**config.mk**
```make
export PLATFORM = sky130hd
export DESIGN_NAME = adc_bus_ctrl
export DESIGN_NICKNAME = d
export VERILOG_FILES = /design/src/rtl/adc_bus_pkg.sv /design/src/rtl/adc_strobe_det.sv /design/src/rtl/adc_ctrl_reg.sv /design/src/rtl/adc_conv_seq.sv /design/src/rtl/adc_read_mux.sv /design/src/rtl/adc_bus_ctrl.sv
export SDC_FILE = /design/constraint.sdc
export NUM_CORES = 1
export LEC_CHECK = 0
export BUFFER_PORTS_ARGS = -buffer_cell sky130_fd_sc_hd__buf_4
export CELL_PAD_IN_SITES_DETAIL_PLACEMENT = 0
export CELL_PAD_IN_SITES_GLOBAL_PLACEMENT = 1
export CORE_ASPECT_RATIO = 1.5
export CORE_UTILIZATION = 39
export CTS_CLUSTER_DIAMETER = 40
export CTS_CLUSTER_SIZE = 25
export DETAILED_ROUTE_END_ITERATION = 6
export GPL_TIMING_DRIVEN = 0
export PLACE_DENSITY_LB_ADDON = 0.1
export SLEW_MARGIN = 40
export SYNTH_ARGS = -nofsm -noshare
export SYNTH_HDL_FRONTEND = slang
export SYNTH_SLANG_ARGS = --single-unit
```
**constraint.sdc**
```tcl
create_clock -name clk_i -period 2.25 [get_ports clk_i]
set_input_delay 0.45 -clock clk_i [delete_from_list [all_inputs] [get_ports clk_i]]
set_output_delay 0.45 -clock clk_i [all_outputs]
set_load 0.02 [all_outputs]
```
**src/rtl/adc_bus_pkg.sv**
```systemverilog
package adc_bus_pkg;
  localparam int BUS_W = 8;

  typedef enum logic [1:0] {
    SEQ_IDLE,
    SEQ_ACQ,
    SEQ_HOLD,
    SEQ_CONV
  } seq_state_e;

  // bit order is the host-visible byte layout
  typedef struct packed {
    logic [1:0] pd;
    logic       acq_ext;
    logic       single_ended;
    logic       unipolar;
    logic [2:0] chan;
  } ctrl_byte_t;
endpackage

```
**src/rtl/adc_strobe_det.sv**
```systemverilog
module adc_strobe_det (
  input  logic clk_i,
  input  logic rst_ni,
  input  logic cs_ni,
  input  logic wr_ni,
  input  logic rd_ni,
  input  logic ext_clk_i,
  output logic wr_evt_o,
  output logic rd_evt_o,
  output logic ext_tick_o
);
  logic wr_act, rd_act;
  logic wr_act_q, rd_act_q, ext_q;

  assign wr_act = !cs_ni && !wr_ni;
  assign rd_act = !cs_ni && !rd_ni;

  always_ff @(posedge clk_i or negedge rst_ni) begin
    if (!rst_ni) begin
      wr_act_q <= 1'b0;
      rd_act_q <= 1'b0;
      ext_q    <= 1'b0;
    end else begin
      wr_act_q <= wr_act;
      rd_act_q <= rd_act;
      ext_q    <= ext_clk_i;
    end
  end

  assign wr_evt_o   = wr_act && !wr_act_q;
  assign rd_evt_o   = rd_act && !rd_act_q;
  // external clock is gated off while deselected
  assign ext_tick_o = !cs_ni && ext_clk_i && !ext_q;
endmodule

```
**src/rtl/adc_ctrl_reg.sv**
```systemverilog
module adc_ctrl_reg
  import adc_bus_pkg::*;
(
  input  logic             clk_i,
  input  logic             rst_ni,
  input  logic             wr_evt_i,
  input  logic [BUS_W-1:0] bus_i,
  output ctrl_byte_t       ctrl_o,
  output logic             clk_ext_o
);
  ctrl_byte_t byte_in;
  assign byte_in = ctrl_byte_t'(bus_i);

  always_ff @(posedge clk_i or negedge rst_ni) begin
    if (!rst_ni) begin
      ctrl_o    <= '0;
      clk_ext_o <= 1'b1;
    end else if (wr_evt_i) begin
      ctrl_o <= byte_in;
      // power-down requests keep the clock source
      if (byte_in.pd[1]) clk_ext_o <= byte_in.pd[0];
    end
  end
endmodule

```
**src/rtl/adc_conv_seq.sv**
```systemverilog
module adc_conv_seq
  import adc_bus_pkg::*;
#(
  parameter int RES_W           = 10,
  parameter int ACQ_TICKS       = 6,
  parameter int EXT_CONV_TICKS  = 10,
  parameter int INT_CONV_CYCLES = 36
) (
  input  logic             clk_i,
  input  logic             rst_ni,
  input  logic             wr_evt_i,
  input  logic             wr_run_i,
  input  logic             wr_acq_ext_i,
  input  logic             rd_evt_i,
  input  logic             ext_tick_i,
  input  logic             clk_ext_i,
  input  logic [RES_W-1:0] sample_i,
  output logic [RES_W-1:0] result_o,
  output logic             int_no,
  output logic             busy_o
);
  localparam int MAX_A = (ACQ_TICKS > EXT_CONV_TICKS) ? ACQ_TICKS : EXT_CONV_TICKS;
  localparam int MAX_T = (MAX_A > INT_CONV_CYCLES) ? MAX_A : INT_CONV_CYCLES;
  localparam int CNT_W = $clog2(MAX_T + 1);
  localparam logic [CNT_W-1:0] ACQ_LAST = CNT_W'(ACQ_TICKS - 1);
  localparam logic [CNT_W-1:0] EXT_LAST = CNT_W'(EXT_CONV_TICKS - 1);
  localparam logic [CNT_W-1:0] INT_LAST = CNT_W'(INT_CONV_CYCLES - 1);

  seq_state_e       state_q;
  logic [CNT_W-1:0] cnt_q;
  logic             tick;
  logic [CNT_W-1:0] conv_last;

  assign tick      = clk_ext_i ? ext_tick_i : 1'b1;
  assign conv_last = clk_ext_i ? EXT_LAST : INT_LAST;
  assign busy_o    = (state_q == SEQ_CONV);

  always_ff @(posedge clk_i or negedge rst_ni) begin
    if (!rst_ni) begin
      state_q  <= SEQ_IDLE;
      cnt_q    <= '0;
      result_o <= '0;
      int_no   <= 1'b1;
    end else if (wr_evt_i) begin
      // a write always wins over completion and restarts timing
      int_no <= 1'b1;
      cnt_q  <= '0;
      if (!wr_run_i)                 state_q <= SEQ_IDLE;
      else if (wr_acq_ext_i)         state_q <= SEQ_HOLD;
      else if (state_q == SEQ_HOLD)  state_q <= SEQ_CONV;
      else                           state_q <= SEQ_ACQ;
    end else begin
      if (rd_evt_i) int_no <= 1'b1;
      unique case (state_q)
        SEQ_ACQ: begin
          if (tick) begin
            if (cnt_q == ACQ_LAST) begin
              state_q <= SEQ_CONV;
              cnt_q   <= '0;
            end else begin
              cnt_q <= cnt_q + 1'b1;
            end
          end
        end
        SEQ_CONV: begin
          if (tick) begin
            if (cnt_q == conv_last) begin
              state_q  <= SEQ_IDLE;
              cnt_q    <= '0;
              result_o <= sample_i;
              int_no   <= 1'b0;
            end else begin
              cnt_q <= cnt_q + 1'b1;
            end
          end
        end
        default: ;
      endcase
    end
  end
endmodule

```
**src/rtl/adc_read_mux.sv**
```systemverilog
module adc_read_mux
  import adc_bus_pkg::*;
#(
  parameter int RES_W = 10
) (
  input  logic             cs_ni,
  input  logic             rd_ni,
  input  logic             hben_i,
  input  logic             unipolar_i,
  input  logic [RES_W-1:0] result_i,
  output logic [BUS_W-1:0] bus_o,
  output logic             bus_oe_o
);
  localparam int HI_W = RES_W - BUS_W;

  logic fill;
  assign fill     = unipolar_i ? 1'b0 : result_i[RES_W-1];
  assign bus_oe_o = !cs_ni && !rd_ni;

  for (genvar i = 0; i < BUS_W; i++) begin : g_bit
    if (i < HI_W) begin : g_hi
      assign bus_o[i] = hben_i ? result_i[BUS_W+i] : result_i[i];
    end else begin : g_fill
      assign bus_o[i] = hben_i ? fill : result_i[i];
    end
  end
endmodule

```
**src/rtl/adc_bus_ctrl.sv**
```systemverilog
module adc_bus_ctrl
  import adc_bus_pkg::*;
#(
  parameter int RES_W           = 10,
  parameter int ACQ_TICKS       = 6,
  parameter int EXT_CONV_TICKS  = 10,
  parameter int INT_CONV_CYCLES = 36
) (
  input  logic             clk_i,
  input  logic             rst_ni,
  input  logic             cs_ni,
  input  logic             wr_ni,
  input  logic             rd_ni,
  input  logic             hben_i,
  input  logic             ext_clk_i,
  input  logic [7:0]       bus_i,
  input  logic [RES_W-1:0] sample_i,
  output logic [7:0]       bus_o,
  output logic             bus_oe_o,
  output logic             int_no,
  output logic             clk_ext_o,
  output logic [1:0]       pd_mode_o,
  output logic             acq_ext_o,
  output logic             single_ended_o,
  output logic             unipolar_o,
  output logic [2:0]       chan_o
);
  logic             wr_evt, rd_evt, ext_tick;
  logic             conv_busy;
  logic [RES_W-1:0] result;
  ctrl_byte_t       ctrl;
  ctrl_byte_t       bus_byte;

  assign bus_byte = ctrl_byte_t'(bus_i);

  adc_strobe_det u_strobe (
    .clk_i      (clk_i),
    .rst_ni     (rst_ni),
    .cs_ni      (cs_ni),
    .wr_ni      (wr_ni),
    .rd_ni      (rd_ni),
    .ext_clk_i  (ext_clk_i),
    .wr_evt_o   (wr_evt),
    .rd_evt_o   (rd_evt),
    .ext_tick_o (ext_tick)
  );

  adc_ctrl_reg u_ctrl (
    .clk_i     (clk_i),
    .rst_ni    (rst_ni),
    .wr_evt_i  (wr_evt),
    .bus_i     (bus_i),
    .ctrl_o    (ctrl),
    .clk_ext_o (clk_ext_o)
  );

  adc_conv_seq #(
    .RES_W           (RES_W),
    .ACQ_TICKS       (ACQ_TICKS),
    .EXT_CONV_TICKS  (EXT_CONV_TICKS),
    .INT_CONV_CYCLES (INT_CONV_CYCLES)
  ) u_seq (
    .clk_i        (clk_i),
    .rst_ni       (rst_ni),
    .wr_evt_i     (wr_evt),
    .wr_run_i     (bus_byte.pd[1]),
    .wr_acq_ext_i (bus_byte.acq_ext),
    .rd_evt_i     (rd_evt),
    .ext_tick_i   (ext_tick),
    .clk_ext_i    (clk_ext_o),
    .sample_i     (sample_i),
    .result_o     (result),
    .int_no       (int_no),
    .busy_o       (conv_busy)
  );

  adc_read_mux #(.RES_W(RES_W)) u_mux (
    .cs_ni      (cs_ni),
    .rd_ni      (rd_ni),
    .hben_i     (hben_i),
    .unipolar_i (ctrl.unipolar),
    .result_i   (result),
    .bus_o      (bus_o),
    .bus_oe_o   (bus_oe_o)
  );

  assign pd_mode_o      = ctrl.pd;
  assign acq_ext_o      = ctrl.acq_ext;
  assign single_ended_o = ctrl.single_ended;
  assign unipolar_o     = ctrl.unipolar;
  assign chan_o         = ctrl.chan;
endmodule

```
==> results of run 1 <==
-- cells by family (layout without fill, tap and decap cells) --
family | count (synthesis) | in the layout | synth area share (%)
DFF | 31 | 31 | 51.4
adders and majority gates | 2 | 2 | 1.65
AOI/OAI and AO/OA | 25 | 25 | 11.3
buffers and inverters | 14 | 64 | 3.97
and+or+nand+nor | 56 | 56 | 18.2
muxes | 15 | 15 | 13.4
-- synth_stat cells, types with 2 or more instances --
cell and count:
dfstp_2 2, nor3_1 2, o22ai_1 2, inv_1 10, o21ai_0 10, dfrtp_1 29, a31oi_1 3, nand2_1 32
o211ai_1 2, nor2_1 4, mux2_4 9, nand3b_1 2, mux2_2 6, clkbuf_1 3, nand3_1 5, a21oi_1 2
ha_1 2
-- power by group --
| part | internal [uW] | switching (uW) | total (uW) |
|---|---|---|---|
| sequential | 714 | 150 | 864 |
| clock | 358 | 204 | 562 |
| combinational | 328 | 314 | 642 |
| total | 1400 | 669 | 2070 |
-- worst max-delay path by stage --
stage | depth (start not counted) | startpoint | end
after floorplan | 5 | u_ctrl.clk_ext_o | u_seq.result_o[1]
after global placement | 5 | cs_ni | u_seq.state_q[1]
after detailed placement | 5 | cs_ni | u_seq.state_q[0]
after CTS | 5 | u_ctrl.clk_ext_o | u_seq.result_o[7]
after global routing | 5 | u_ctrl.clk_ext_o | u_seq.result_o[8]
final | 5 | u_ctrl.clk_ext_o | u_seq.result_o[7]
-- sequential cells by signal (all words and copies together), names as in the netlist --
name               flops
u_seq.result_o        10
u_ctrl.ctrl_o          8
u_seq.cnt_q            6
u_seq.state_q          2
u_ctrl.clk_ext_o       1
u_seq.int_no           1
u_strobe.ext_q         1
u_strobe.rd_act_q      1
u_strobe.wr_act_q      1
-- routing by layer --
layer  wire [microns]  part of all wire [%]  vias to the layer above
li1                 -                     -                      596
met1             1390                    42                      609
met2             1710                    52                       41
met3              170                   5.1                        6
met4               51                   1.5                        0
met5                0                     0                        -
-- metrics by stage --
step / std cells / utilization [%] / hold WS (ps) / instance area (sq um) / total power [uW]
after floorplan: 143 / - / 154 / 1510 / 1270
after detailed placement: 228 / 51.1 / 409 / 1880 / 1520
after global routing: 236 / 54.3 / 111 / 2000 / 2200
final: 236 / 54.3 / 92.6 / 2000 / 2070
after CTS: 236 / 54.3 / 99.2 / 2000 / 2100
after global placement: 228 / 51.1 / 400 / 1880 / 1490
-- cell type report --
class	count	area (sq um)	area share (%)
sequential	31	778	38.9
multi-input combinational	98	674	33.7
timing repair buffer	42	315	15.8
clock buffer	6	82.6	4.13
tap	43	53.8	2.69
inverter	10	37.5	1.88
clock inverter	2	35.0	1.75
buffer	4	22.5	1.13
==> results.md, run 1 <==
* GR Util met1 at around 20%
* CTS Buf Count at 5
* Vias in the first global route at around 1,200
* Cts hold-fix bufs at 0
* Synth cell types at 35
* M2 GR Usage at ~30%
* Place WS at slightly below 200 ps
* Setup TNS at 0 ps
* Clock tree sinks at 31
* YS warnings at 0
* RePlAce Congestion at approximately 0.72
* Peak supply drop at 0.648 mV
* Clock slew at reported path FFs at approximately 70 ps
* CTS tree: done
* Die width at 52.9 microns
* N_diodes at 0
* Worst setup EP type: flip-flop
* Max FO, Critical Path at 10
* Final Net Count at between 200 and 250
* Max Slew Vio Count at 0
* Worst Clk Skew at approximately 6 ps
* Total gr overflow at 0
* Via count at 1,252
* 1st-iter DRT viols at 36
* # setup viols final at 0
* Post-synth ARST share at between 90% and 100%
* WP buf/inv at 1
* Core Box Area at 3680 sq um
* DRC at 0
* Arr. time, crit path at about 2200 ps
* Drt wl/cell at between 10 and 15 microns
* Worst path top cell family by delay: compound AO/OA/AOI/OAI gates
* Final critical-path required period at 1990 ps
* Reg2reg end: u_seq.result_o[7]
* Reg2reg setup slack at 260 ps
* Worst rel slew slack at around 59%
* FMAX at ~0.50 GHz
* Crit-path cells: and4bb_1 -> o2111ai_2 -> a211o_1 -> buf_6 -> mux2_4
* Post-synth EDFFs at 0
* Reg2Reg Depth at 5
* Crit Path Category: reg -> reg
* DRT Pass-1 Iters at 4
* Setup Buffers After CTS at 0
* Top cells by area, synth: dfrtp_1, mux2_4, nand2_1, mux2_2, dfstp_2
* Slowest stage delay, CP at approximately 580 ps
* Bufs on Longest Clock Path at 2
* Slowest cell on crit path: dfstp_2
* Hold Crit Class: in -> async
* Area growth syn-to-layout at 32.2%
* Yosys top cell area share at 48.0%
* Worst R2R Start: u_ctrl.clk_ext_o
* CTS resizes at 0
* Global-route wire length before repair at ~5.4 mm
* Layout cells sized above 1 at approximately 38%
* Worst Tran Pin Value at around 610 ps
* Mapped Area at 1510 sq um
* Fillers at roughly 350
* Final wirelength at 3.32 mm
* Top Ports at 44
* Number of max-cap violations at 0
* Syn Inst Count at approximately 140
* Root Buffer: clkbuf_8
* GRT met3 Usage at roughly 5.2%
* GRT Overall Usage at around 18%
* Commonest non-fill, non-tap cell in the layout: buf_4
* Setup crit start kind: flip-flop
* PwrDens at 1030 nW/um^2
* FP Rows at 27
* Largest net degree at the start of global routing at 32
* Avg Inst Size Synth at 10.6 sq um
* Leakage power at 0.000983 uW
* Port bufs at 42
* Fin crit share at between 80 and 90%
* CP required at between 2000 and 2500 ps
* Initial Util at 41.1%
* DRT antenna net count at 0
* Die Span Y at between 70 and 80 microns
* Post-synthesis register bit count at 31
* Status: completed
* Vias per cell at around 5.3
* H-tree depth at 2
* Dominant cell type by area after synthesis: dfrtp_1
* Register area share after synthesis at approximately half
* Final hold vios at 0
* Gr busiest metal: met2
* Initial antenna violation count at 0
* Syn Nets at 170
* Clock Latency Late Sink at 280 ps
* Main flop type after synthesis: dfrtp_1
* DP HPWL at between 2 and 2.5 mm
* Most frequent cells in the layout: buf_4, nand2_1, dfrtp_1
* RSZ-0062 raised after global routing: no
* Setup slack after layout at between 200 and 300 ps
* Die area at around 4100 sq um
Power figures use the tool's default switching activity.
==> inputs of run 2 (changes only) <==
--- a/config.mk
+++ b/config.mk
@@ -9,11 +9,11 @@
 export CELL_PAD_IN_SITES_DETAIL_PLACEMENT = 0
 export CELL_PAD_IN_SITES_GLOBAL_PLACEMENT = 1
 export CORE_ASPECT_RATIO = 1.5
-export CORE_UTILIZATION = 39
+export CORE_UTILIZATION = 41
 export CTS_CLUSTER_DIAMETER = 40
 export CTS_CLUSTER_SIZE = 25
 export DETAILED_ROUTE_END_ITERATION = 6
-export GPL_TIMING_DRIVEN = 0
+export HOLD_SLACK_MARGIN = 0.03
 export PLACE_DENSITY_LB_ADDON = 0.1
 export SLEW_MARGIN = 40
 export SYNTH_ARGS = -nofsm -noshare
==> constraint.sdc (replaced) <==
create_clock -name clk_i -period 2.3 [get_ports clk_i]
set_input_delay 0.46 -clock clk_i [delete_from_list [all_inputs] [get_ports clk_i]]
set_output_delay 0.46 -clock clk_i [all_outputs]
set_load 0.02 [all_outputs]
==> run 2 against run 1 <==
Power is 6.2% lower. Sequential power fell by 2%. Critical path depth unchanged. Sequential share of layout area grew 0.22 points. Global-route usage is essentially flat. First-iteration DRC count decreased by 31%. Via count down 1.5%. Clock skew is 1.8 ps lower. Wire length decreased by 3.4%. Fmax rose by 0.18%. Critical path type unchanged. Critical endpoint is now u_seq.result_o[0].
==> results.md, run 2 (synthesized netlist as in run 1, its figures left out) <==
* Setup Buffers After CTS at 0 (unchanged)
* Final hold vios at 0 (unchanged)
* DRT Pass-1 Iters at 4 (unchanged)
* RSZ-0062 raised after global routing: no
* Final Net Count at 219 (unchanged)
* Final critical-path required period at 1990 ps (-3.56 ps)
* N_diodes at 0 (unchanged)
* Die width at 51.6 microns (-2.4%)
* Worst setup EP type: flip-flop
* Peak supply drop at 0.530 mV (-18%)
* Commonest non-fill, non-tap cell in the layout: buf_4
* Setup slack after layout at 315 ps (+53.6 ps)
* Drt wl/cell at 13.6 microns (-3.0%)
* CP required at 2460 ps (+50 ps)
* Reg power frac at 43.7% (+1.9 points)
* Largest registers: u_seq.result_o (10), u_ctrl.ctrl_o (8), u_seq.cnt_q (6)
* Sw Ratio at 33.3% (+0.98 points)
* Bufs on Longest Clock Path at 2 (unchanged)
* Fin crit share at 86.3% (-2.1 points)
* Worst Clk Skew at 4.26 ps (-1.83 ps)
* Most flops, register: u_seq.result_o
* PwrDens at 977 nW/um^2 (-5.6%)
* Max FO, Critical Path at 11 (+1)
* Clock power share at 23.7% (-3.5 points)
* Die Span Y at 76.4 microns (-2.4%)
* Worst Tran Pin Value at 585 ps (-21.9 ps)
* FP Rows at 26 (-3.7%)
* P_sw at 647 uW (-3.3%)
* DP HPWL at 2.37 mm (-1.8%)
* Place WS at 344 ps (+145 ps)
* Area growth syn-to-layout at 31.4%
* Max Slew Vio Count at 0 (unchanged)
* Initial antenna violation count at 0 (unchanged)
* # setup viols final at 0 (unchanged)
* Final wirelength at 3.21 mm (-3.4%)
* Crit Path Category: reg -> reg
* Via count at 1,233 (-1.5%)
* Most frequent cells in the layout: buf_4, nand2_1, dfrtp_1
* Die area at 3940 sq um (-4.7%)
* Global-route wire length before repair at 5.27 mm (-2.3%)
* Total gr overflow at 0 (unchanged)
* Arr. time, crit path at 2150 ps (about the same)
* Setup TNS at 0 ps (unchanged)
* Status: completed
* RePlAce Congestion at 0.845 (+17%)
* Port bufs at 43 (+2.4%)
* CTS tree: done
* Clock Latency Late Sink at 280 ps (about the same)
* CTS Buf Count at 5 (unchanged)
* Max FFs per register at 10 (unchanged)
* H-tree depth at 2 (unchanged)
* 1st-iter DRT viols at 25 (-31%)
* Fillers at 307 (-11%)
* Largest net degree at the start of global routing at 32 (unchanged)
* GRT Overall Usage at 17.8% (about the same)
* DRC at 0 (unchanged)
* Leakage power at 0.000983 uW (about the same)
* Clock slew at reported path FFs at 60 ps (about the same)
* Int Pwr at 1290 uW (-7.5%)
* DRT antenna net count at 0 (unchanged)
* Cts hold-fix bufs at 0 (unchanged)
* Clock tree sinks at 31 (unchanged)
* Worst rel slew slack at 61.0% (+1.7 points)
* Worst hold slack at 102 ps (+9.41 ps)
* Number of max-cap violations at 0 (unchanged)
* Root Buffer: clkbuf_8
* Combinational power share at 32.6% (+1.6 points)
* Top Ports at 44 (unchanged)
* Core Box Area at 3450 sq um (-6.4%)
* Layout cells sized above 1 at 38.9% (+1.0 points)
* CTS resizes at 0 (unchanged)
* Setup crit start kind: flip-flop
* Initial Util at 43.9% (+2.8 points)
* Vias in the first global route at 1,200 (-1.4%)
* FMAX at 0.504 GHz (+0.18%)
* Vias per cell at 5.25 (-1.1%)
* Hold Crit Class: in -> async
run 2: cell types whose count changed in the layout (fill, tap and decap cells not counted), sizes merged:
| cell | previous run | this run |
|---|---|---|
| clkinv | 1 | 0 |
| buf | 43 | 46 |
| bufinv | 1 | 0 |
| clkbuf | 9 | 8 |
run 2: path summary, 6_finish.rpt:
kind	start	to	slack (ps)	depth (start not counted)
worst max-delay path	u_ctrl.clk_ext_o	u_seq.result_o[0]	310	5
worst min-delay path	rst_ni	u_seq.result_o[5]	100	1
worst max register to register	u_ctrl.clk_ext_o	u_seq.result_o[0]	310	5
worst min register to register	u_ctrl.ctrl_o[4]	u_ctrl.ctrl_o[4]	480	2
max in group asynchronous	rst_ni	u_ctrl.clk_ext_o	1870	1
min in group clk_i	ext_clk_i	u_strobe.ext_q	320	1
run 2: critical path, cell delays in order (launching register included):
cell and delay [ps]:
dfstp_2 570, and4bb_2 240, o2111ai_2 340, a211o_1 150, buf_4 210, mux2_2 360
run 2: power by group through the flow:
stage,clock [uW],combinational (uW),sequential (uW)
after floorplan,0,396,845
after global placement,0,623,842
after detailed placement,0,636,853
after CTS,479,641,844
after global routing,504,697,871
final,459,633,849
run 2: cell type report:
cell class	instances	area, sq um	area share, %
clock buffer	8	100	5.03
inverter	10	37.5	1.89
multi-input combinational	98	674	33.9
sequential	31	778	39.1
tap	42	52.6	2.64
timing repair buffer	46	345	17.4
run 2: metrics by stage:
step                area (sq um)  util, %  total power, uW  std cells
floorplan                   1510        -             1240        143
global placement            1890     54.8             1460        227
detailed placement          1890     54.8             1490        227
CTS                         1990     57.7             1960        235
global route                1990     57.7             2070        235
finish                      1990     57.7             1940        235
run 2: layer usage:
metal  routed length, microns  share of wire (%)  up-vias  GRT usage (%)
li1                         -                  -      600              -
met1                     1330                 41      573           20.9
met2                     1610                 50       51           29.2
met3                      190                5.9        9           4.39
met4                       76                2.4        0           9.19
met5                        0                  0        -              0
